### src/rtl/ovl_pkg.sv
package ovl_pkg;
  localparam int PIX_W = 8;
  localparam int PIX_MAX = (1 << PIX_W) - 1;

  typedef enum logic [1:0] {
    MODE_AUTO = 2'd0,
    MODE_PIXEL = 2'd1,
    MODE_GLOBAL = 2'd2,
    MODE_COMBINED = 2'd3
  } alpha_mode_e;

  typedef enum logic [1:0] {
    COEF_ZERO = 2'd0,
    COEF_FULL = 2'd1,
    COEF_INV = 2'd2,
    COEF_ALPHA = 2'd3
  } coef_sel_e;

  typedef struct packed {
    logic blendOn;
    logic [PIX_W-1:0] coefSrc;
    logic [PIX_W-1:0] coefUnd;
  } ovl_strobe_t;
endpackage

### src/rtl/ovl_ctrl.sv
module ovl_ctrl
  import ovl_pkg::*;
#(
  parameter int COORD_W = 16,
  parameter int SEL_W = 3,
  parameter int CHAN_ID = 0
) (
  input logic [COORD_W-1:0] posX,
  input logic [COORD_W-1:0] posY,
  input logic [PIX_W-1:0] pixAlpha,
  input logic srcHasAlpha,
  input logic [2*COORD_W-1:0] winTopLeft,
  input logic [2*COORD_W-1:0] winBotRight,
  input logic [SEL_W-1:0] srcSel,
  input logic chanEn,
  input logic [1:0] alphaMode,
  input logic [1:0] srcCoefSel,
  input logic [1:0] undCoefSel,
  input logic [PIX_W-1:0] globalAlpha,
  output ovl_strobe_t strobe
);
  localparam logic [SEL_W-1:0] MY_SEL = SEL_W'(CHAN_ID + 1);
  localparam int PROD_W = 2 * PIX_W;

  logic [COORD_W-1:0] x0, y0, x1, y1;
  logic inWin;
  alpha_mode_e effMode;
  logic [PROD_W-1:0] combProd;
  logic [PIX_W-1:0] combAlpha, blendAlpha;

  assign x0 = winTopLeft[2*COORD_W-1:COORD_W];
  assign y0 = winTopLeft[COORD_W-1:0];
  assign x1 = winBotRight[2*COORD_W-1:COORD_W];
  assign y1 = winBotRight[COORD_W-1:0];
  assign inWin = (posX >= x0) && (posX <= x1) && (posY >= y0) && (posY <= y1);

  always_comb begin
    effMode = alpha_mode_e'(alphaMode);
    if (effMode == MODE_AUTO) begin
      if (!srcHasAlpha) effMode = MODE_GLOBAL;
      else if (globalAlpha == PIX_W'(PIX_MAX)) effMode = MODE_PIXEL;
      else effMode = MODE_COMBINED;
    end
  end

  assign combProd = pixAlpha * globalAlpha + PROD_W'(PIX_MAX / 2);
  assign combAlpha = PIX_W'(combProd / PROD_W'(PIX_MAX));

  always_comb begin
    case (effMode)
      MODE_PIXEL: blendAlpha = pixAlpha;
      MODE_GLOBAL: blendAlpha = globalAlpha;
      default: blendAlpha = combAlpha;
    endcase
  end

  function automatic logic [PIX_W-1:0] pickCoef(input logic [1:0] sel, input logic [PIX_W-1:0] a);
    case (coef_sel_e'(sel))
      COEF_ZERO: pickCoef = '0;
      COEF_FULL: pickCoef = PIX_W'(PIX_MAX);
      COEF_INV: pickCoef = PIX_W'(PIX_MAX) - a;
      default: pickCoef = a;
    endcase
  endfunction

  assign strobe.blendOn = inWin && chanEn && (srcSel == MY_SEL);
  assign strobe.coefSrc = pickCoef(srcCoefSel, blendAlpha);
  assign strobe.coefUnd = pickCoef(undCoefSel, blendAlpha);
endmodule

### src/rtl/ovl_datapath.sv
module ovl_datapath
  import ovl_pkg::*;
#(
  parameter int NUM_COMP = 3
) (
  input logic clk,
  input logic rst,
  input ovl_strobe_t strobe,
  input logic [NUM_COMP*PIX_W-1:0] srcRgb,
  input logic [NUM_COMP*PIX_W-1:0] underRgb,
  output logic [NUM_COMP*PIX_W-1:0] outRgb
);
  localparam int SUM_W = 2 * PIX_W + 2;

  logic [NUM_COMP*PIX_W-1:0] blendRgb;

  for (genvar c = 0; c < NUM_COMP; c++) begin : g_comp
    logic [SUM_W-1:0] wsum;
    logic [SUM_W-1:0] quot;
    assign wsum = SUM_W'(strobe.coefSrc * srcRgb[c*PIX_W +: PIX_W])
                + SUM_W'(strobe.coefUnd * underRgb[c*PIX_W +: PIX_W])
                + SUM_W'(PIX_MAX / 2);
    assign quot = wsum / SUM_W'(PIX_MAX);
    assign blendRgb[c*PIX_W +: PIX_W] = (quot > SUM_W'(PIX_MAX)) ? PIX_W'(PIX_MAX) : quot[PIX_W-1:0];
  end

  always_ff @(posedge clk) begin
    if (rst) outRgb <= '0;
    else outRgb <= strobe.blendOn ? blendRgb : underRgb;
  end
endmodule

### src/rtl/ovl_blend_chan.sv
module ovl_blend_chan
  import ovl_pkg::*;
#(
  parameter int COORD_W = 16,
  parameter int SEL_W = 3,
  parameter int CHAN_ID = 0
) (
  input logic clk,
  input logic rst,
  input logic [COORD_W-1:0] posX,
  input logic [COORD_W-1:0] posY,
  input logic [4*PIX_W-1:0] srcPix,
  input logic srcHasAlpha,
  input logic [3*PIX_W-1:0] underPix,
  input logic [2*COORD_W-1:0] winTopLeft,
  input logic [2*COORD_W-1:0] winBotRight,
  input logic [SEL_W-1:0] srcSel,
  input logic chanEn,
  input logic [1:0] alphaMode,
  input logic [1:0] srcCoefSel,
  input logic [1:0] undCoefSel,
  input logic [PIX_W-1:0] globalAlpha,
  output logic [3*PIX_W-1:0] outPix
);
  ovl_strobe_t strobe;

  ovl_ctrl #(.COORD_W(COORD_W), .SEL_W(SEL_W), .CHAN_ID(CHAN_ID)) u_ctrl (
    .posX(posX), .posY(posY), .pixAlpha(srcPix[4*PIX_W-1:3*PIX_W]),
    .srcHasAlpha(srcHasAlpha), .winTopLeft(winTopLeft), .winBotRight(winBotRight),
    .srcSel(srcSel), .chanEn(chanEn), .alphaMode(alphaMode),
    .srcCoefSel(srcCoefSel), .undCoefSel(undCoefSel), .globalAlpha(globalAlpha),
    .strobe(strobe)
  );

  ovl_datapath #(.NUM_COMP(3)) u_dp (
    .clk(clk), .rst(rst), .strobe(strobe),
    .srcRgb(srcPix[3*PIX_W-1:0]), .underRgb(underPix), .outRgb(outPix)
  );
endmodule

### config.mk
export PLATFORM = sky130hd
export DESIGN_NAME = ovl_blend_chan
export DESIGN_NICKNAME = d
export VERILOG_FILES = /design/src/rtl/ovl_pkg.sv /design/src/rtl/ovl_ctrl.sv /design/src/rtl/ovl_datapath.sv /design/src/rtl/ovl_blend_chan.sv
export SDC_FILE = /design/constraint.sdc
export NUM_CORES = 2
export LEC_CHECK = 0
export BUFFER_PORTS_ARGS = -buffer_cell sky130_fd_sc_hd__buf_4
export CAP_MARGIN = 30
export CORE_MARGIN = 2
export CORE_UTILIZATION = 49
export DETAILED_ROUTE_END_ITERATION = 6
export PLACE_DENSITY_LB_ADDON = 0.12
export SYNTH_ARGS = -nofsm -noshare
export SYNTH_HDL_FRONTEND = slang
export SYNTH_SLANG_ARGS = --single-unit
### constraint.sdc
create_clock -name clk -period 36.5 [get_ports clk]
set_input_delay 7.3 -clock clk [delete_from_list [all_inputs] [get_ports clk]]
set_output_delay 7.3 -clock clk [all_outputs]
set_load 0.01 [all_outputs]
Yosys cells after proc, flatten, opt, wreduce, memory -nomap -nowiden
Cells that the tools add are included.
{"block": "word_totals", "inputBits": 173, "out_inout_bits": 24, "ff_bits": 24, "elab_cells": 53}
{"block": "classes", "reduce_logical": 8, "magnitude_cmp": 7, "div": 4, "multipliers": 7, "n_addsub": 8, "n_mux": 10, "n_eq_ne": 8}
{"cell": "$mul A8 B8 Y16", "n": 7}
{"cell": "$add A18 B7 Y18 const B", "n": 3}
{"cell": "$div A18 B8 Y18 const B", "n": 3}
{"cell": "$gt A18 B8 Y1 const B", "n": 3}
{"cell": "$add A16 B16 Y17", "n": 3}
{"cell": "$pmux W8 S3", "n": 2}
{"cell": "$ge A16 B16 Y1", "n": 2}
{"cell": "$le A16 B16 Y1", "n": 2}
{"cell": "$mux W24", "n": 1}
{"cell": "$mux W8", "n": 3}
{"cell": "$add A16 B7 Y16 const B", "n": 1}
{"cell": "$div A16 B8 Y16 const B", "n": 1}
{"cell": "$pmux W8 S2", "n": 1}
{"cell": "$eq A8 B8 Y1 const B", "n": 1}
{"cell": "$sub A8 B8 Y8 const A", "n": 1}
{"cell": "$eq A2 B1 Y1 const B", "n": 3}
{"cell": "$eq A2 B2 Y1 const B", "n": 3}
{"cell": "$logic_not A2 Y1", "n": 3}
{"cell": "$mux W2", "n": 3}
{"cell": "$logic_and A1 B1 Y1", "n": 5}
{"cell": "$eq A3 B1 Y1 const B", "n": 1}

Depth between registers and ports, before layout
{"block": "depth", "word_depth": 15, "mapped_depth": 92, "mapped_depth_nobuf": 85}

Cells and area by module
From an unflattened synthesis, not the netlist that was laid out.
{"block": "hier_totals", "cells_unflattened": 3807, "hier_area_um2": 29732.3}
{"mod": "ovl_datapath", "cells_each": 2850, "seq_area_each_um2": 480.5, "n_inst": 1, "area_per_inst_um2": 22738.1}
{"mod": "ovl_ctrl", "cells_each": 957, "seq_area_each_um2": 0.0, "n_inst": 1, "area_per_inst_um2": 6994.2}

Worst setup path before layout
No wires, ideal clock.
{"block": "synth_path", "path_type": "input to register", "start": "in globalAlpha[2]", "end": "reg u_dp.outRgb[16]", "setup_slack_ps": 7266, "setup_ps": 133, "path_buffers": 5, "path_stages": 87, "arrival_time_ps": 29100, "cell_sequence": "clkbuf_1 -> nand2_1 -> fa_1 -> inv_1 -> fa_1 -> fa_1 -> inv_1 -> fa_1 -> inv_1 -> ha_1 -> a21oi_1 -> o21bai_1 -> a21oi_1 -> o21bai_1 -> a21o_1 -> a2111oi_1 -> a211oi_1 -> nor4_1 -> [51 not listed] -> or3_1 -> buf_2 -> o31ai_4 -> or3_1 -> o22ai_1 -> a2111o_1 -> o31a_1 -> xnor2_1 -> inv_1 -> ha_1 -> and2_1 -> o311a_1 -> or2_2 -> nor3_1 -> o31ai_1 -> nand3_1 -> a2bb2oi_1 -> o22ai_1"}
{"block": "synth_via", "elab_chain_len": 15}
{"element": "start, declared", "line_no": "ovl_blend_chan.sv:22", "source": "input logic [PIX_W-1:0] globalAlpha,"}
{"element": "parallel branches: the longest is 5 deep, another holds $mul A8 B8 Y16"}
{"element": "$pmux W8 S2 *", "line_no": "ovl_ctrl.sv:50", "source": "case (effMode)"}
{"element": "$sub A8 B8 Y8", "line_no": "ovl_ctrl.sv:61", "source": "COEF_INV: pickCoef = PIX_W'(PIX_MAX) - a;"}
{"element": "$pmux W8 S3", "line_no": "ovl_ctrl.sv:58", "source": "case (coef_sel_e'(sel))"}
{"element": "$mul A8 B8 Y16, on equally long branches", "line_no": "ovl_datapath.sv:20, ovl_datapath.sv:21"}
{"element": "$add A16 B16 Y17 *", "line_no": "ovl_datapath.sv:21", "source": "+ SUM_W'(strobe.coefUnd * underRgb[c*PIX_W +: PIX_W])"}
{"element": "$add A18 B7 Y18 *", "line_no": "ovl_datapath.sv:22", "source": "+ SUM_W'(PIX_MAX / 2);"}
{"element": "$div A18 B8 Y18 *", "line_no": "ovl_datapath.sv:23", "source": "assign quot = wsum / SUM_W'(PIX_MAX);"}
{"element": "$gt A18 B8 Y1", "line_no": "ovl_datapath.sv:24", "source": "assign blendRgb[c*PIX_W +: PIX_W] = (quot > SUM_W'(PIX_MAX)) ? PIX_W'(PIX_MAX) : quot[PIX_W-1:0];"}
{"element": "$mux W8 *", "line_no": "ovl_datapath.sv:24"}
{"element": "$mux W24 *", "line_no": "ovl_datapath.sv:29", "source": "else outRgb <= strobe.blendOn ? blendRgb : underRgb;"}
{"element": "end signal, assigned", "line_no": "ovl_datapath.sv:29"}
{"element": "end, declared", "line_no": "ovl_datapath.sv:11", "source": "output logic [NUM_COMP*PIX_W-1:0] outRgb"}
Mark *: on every way between the ends.
A chain may end at the register's enable or synchronous reset.

Final worst setup path
{"block": "layout_path", "start": "in srcPix[27]", "end": "reg u_dp.outRgb[16]"}
{"block": "layout_via", "elab_chain_len": 13}
{"element": "start, declared", "line_no": "ovl_blend_chan.sv:12", "source": "input logic [4*PIX_W-1:0] srcPix,"}
{"element": "$mul A8 B8 Y16", "line_no": "ovl_ctrl.sv:46", "source": "assign combProd = pixAlpha * globalAlpha + PROD_W'(PIX_MAX / 2);"}
{"element": "$add A16 B7 Y16", "line_no": "ovl_ctrl.sv:46"}
{"element": "$div A16 B8 Y16", "line_no": "ovl_ctrl.sv:47", "source": "assign combAlpha = PIX_W'(combProd / PROD_W'(PIX_MAX));"}
{"element": "$pmux W8 S2 *", "line_no": "ovl_ctrl.sv:50"}
{"element": "$sub A8 B8 Y8", "line_no": "ovl_ctrl.sv:61"}
{"element": "$pmux W8 S3", "line_no": "ovl_ctrl.sv:58"}
{"element": "$mul A8 B8 Y16, on equally long branches", "line_no": "ovl_datapath.sv:20, ovl_datapath.sv:21"}
{"element": "$add A16 B16 Y17 *", "line_no": "ovl_datapath.sv:21"}
{"element": "$add A18 B7 Y18 *", "line_no": "ovl_datapath.sv:22"}
{"element": "$div A18 B8 Y18 *", "line_no": "ovl_datapath.sv:23"}
{"element": "$gt A18 B8 Y1", "line_no": "ovl_datapath.sv:24"}
{"element": "$mux W8 *", "line_no": "ovl_datapath.sv:24"}
{"element": "$mux W24 *", "line_no": "ovl_datapath.sv:29"}
Every way passes the cells marked *; elsewhere a longest branch is shown, timed or not.

==> flow_metrics.py <==
metrics = {
    "run_status": {
        "status": "completed",
    },
    "worst_setup_path": {
        "cpMaxStageDelayCell": "a311oi_1",
        "cp-end-kind": "flop",
        "critPathKind": "in -> reg",
        "crit_top_cell": "fa_1",
        "crit_fanout": 24,
        "cpPeakStageDelay_ps": 710,
        "critPathLaunchType": "input port",
        "worstPathRequired_ps": 36660,
        "arrival_ps": 32660,
    },
    "sta": {
        "whs_ps": 7430,
        "tns_ps": 0,
        "fmax_mhz": 30.8,
        "slew_headroom_pct": 34.8,
        "rsz0062_at_grt": "false",
        "fin_crit_sh_pct": 89.0,
        "worst_slew_pin_slew_ps": 973,
        "slew_violations": 0,
        "finalCriticalPeriod_ps": 32500,
        "setup_ws_ps": 4000,
        "setup_viol": 0,
        "finalHoldViolCount": 0,
    },
    "layout": {
        "top_regs": "u_dp.outRgb: 24 flops",
        "layout_commonest_cell": "inv_1",
        "largest_register": "u_dp.outRgb",
        "final_cell_mix": "inv_1 (598), nand2_1 (361), fa_1 (333), ha_1 (309), nor2_1 (236)",
        "drive_above_1_share_pct": 10.3,
        "multi_input_area_um2": 26600,
        "largest_register_ffs": 24,
        "area_growth_pct": 8.19,
        "n_fill_cell": 5918,
        "nets": 4773,
        "seq_area_um2": 480,
    },
    "synthesis": {
        "postSynthCellCount": 3831,
        "synth_edf_count": 0,
        "synth_seq_cells": 24,
        "yosys_warnings": 0,
        "netlist_area_um2": 29700,
        "synthFlopType": "dfxtp_1",
        "synth_seq_area_share_pct": 1.62,
        "syn_nets": 4646,
        "synthDistinctLibCells": 138,
        "async_flop_share_pct": 0,
        "avgSynthCellArea_um2": 7.75,
    },
    "placement": {
        "dpl_worst_slack_ps": 4170,
        "io_buffers": 196,
        "gp_routability_congestion": 0.928,
        "place_hpwl_mm": 70.8,
    },
    "route": {
        "viasPerCell": 5.90,
        "avgRoutedWirePerCell_um": 17.7,
        "ant_nets": 0,
        "first_iter_violations": 1672,
        "dr.pass1.iters": 6,
        "vias": 27995,
        "routed_wl_mm": 83.8,
        "remaining_drc_errors": 0,
    },
    "floorplan": {
        "die_width_um": 250,
        "io-pin-count": 197,
        "dieHeight_um": 250,
        "core_area_um2": 60100,
        "rows": 90,
        "initial_core_util_pct": 49.4,
        "die_area_um2": 62600,
    },
    "global_route": {
        "overflow": 0,
        "grt_max_degree": 28,
        "grt_pass1_wl_mm": 140,
        "grt_use_total_pct": 26.7,
        "antenna_found_initial": 7,
        "first_global_vias": 27135,
    },
    "hold_path": {
        "hold_class": "in -> reg",
        "hold_end": "u_dp.outRgb[14]",
        "min_from": "underPix[14]",
        "min_path_cells": 3,
    },
    "cts": {
        "cts_sinks": 24,
        "clkTransAtPathRegs_ps": 70,
        "cts_resized": 0,
        "cts_buffer_depth": 2,
        "cts_buffers": 3,
        "root_buffer": "clkbuf_16",
        "ctsHoldBuffers": 0,
        "cts_setup_buffers": 0,
        "cts_tree": "done",
        "htree_levels": 1,
    },
    "flow_run": {
        "drv_cap": 0,
    },
}
critical path, delay by kind of cell:
family	cells	cell delay [ps]
AO/OA/AOI/OAI	34	11280
XOR/XNOR	1	250
adder cells (fa/ha/maj)	13	6020
buffers and inverters	9	790
multiplexers	1	430
AND/OR/NAND/NOR	22	6540
Yosys cell counts (all sizes together) (32+ instances only):
library cell / n / area share, %
a211oi: 58 / 1.6
a21o: 62 / 1.6
clkbuf: 68 / 0.87
ha: 309 / 13
nand3: 85 / 1.5
o21a: 32 / 0.81
a31oi: 40 / 1.0
nor3: 100 / 1.9
a21oi: 166 / 2.9
o211ai: 48 / 1.2
nand4: 37 / 0.83
o21ai: 127 / 2.2
nor2: 240 / 3.1
inv: 598 / 7.6
nand2: 361 / 4.6
and2: 175 / 3.7
nand2b: 58 / 1.2
xor2: 47 / 1.4
fa: 333 / 22
or2: 33 / 0.70
nor2b: 59 / 1.2
xnor2: 123 / 3.8
and3: 41 / 0.86
nor4: 36 / 0.84
area by class of cell:
type | instances | share of cell area, %
inverters | 598 | 6.99
well taps | 782 | 3.05
multi-input cells | 3111 | 83.0
flip-flops and latches | 24 | 1.50
repair buffers | 220 | 5.14
clock inverters | 1 | 0.0935
clock buffers | 3 | 0.234
diodes | 3 | 0.0234
worst max path at each step:
stage,endpoint,slack (ps),from,cells after the start
finish,u_dp.outRgb[16],4000,srcPix[27],80
detailed placement,u_dp.outRgb[16],4170,globalAlpha[2],84
global route,u_dp.outRgb[16],2220,globalAlpha[0],85
floorplan,u_dp.outRgb[16],7270,globalAlpha[2],87
CTS,u_dp.outRgb[16],4440,globalAlpha[2],84
global placement,u_dp.outRgb[16],4230,srcPix[27],84
through the flow:
| stage | cells | instance area (um^2) | utilization [%] |
|---|---|---|---|
| global placement | 4735 | 32000 | 53.2 |
| global route | 4742 | 32100 | 53.4 |
| detailed placement | 4735 | 32000 | 53.2 |
| CTS | 4739 | 32100 | 53.4 |
| finish | 4742 | 32100 | 53.4 |
| floorplan | 3831 | 29700 | - |
cells by family after synthesis:
group	synth area share [%]
AOI/OAI and AO/OA	23.3
xor gates and xnor gates	5.14
adders and majority gates	35.6
buffers and inverters	8.95
DFF	1.62
muxes	1.47
and+or+nand+nor	23.9
per-layer routing:
| metal | wire, um | track usage [%] |
|---|---|---|
| met5 | 47 | 0 |
| met4 | 1930 | 6.36 |
| met3 | 4260 | 2.38 |
| met2 | 38400 | 44.0 |
| met1 | 39200 | 37.9 |
Power is left out: the tool's default activity adds up to more than one toggle a clock period on the data nets, which glitch-free logic cannot reach.
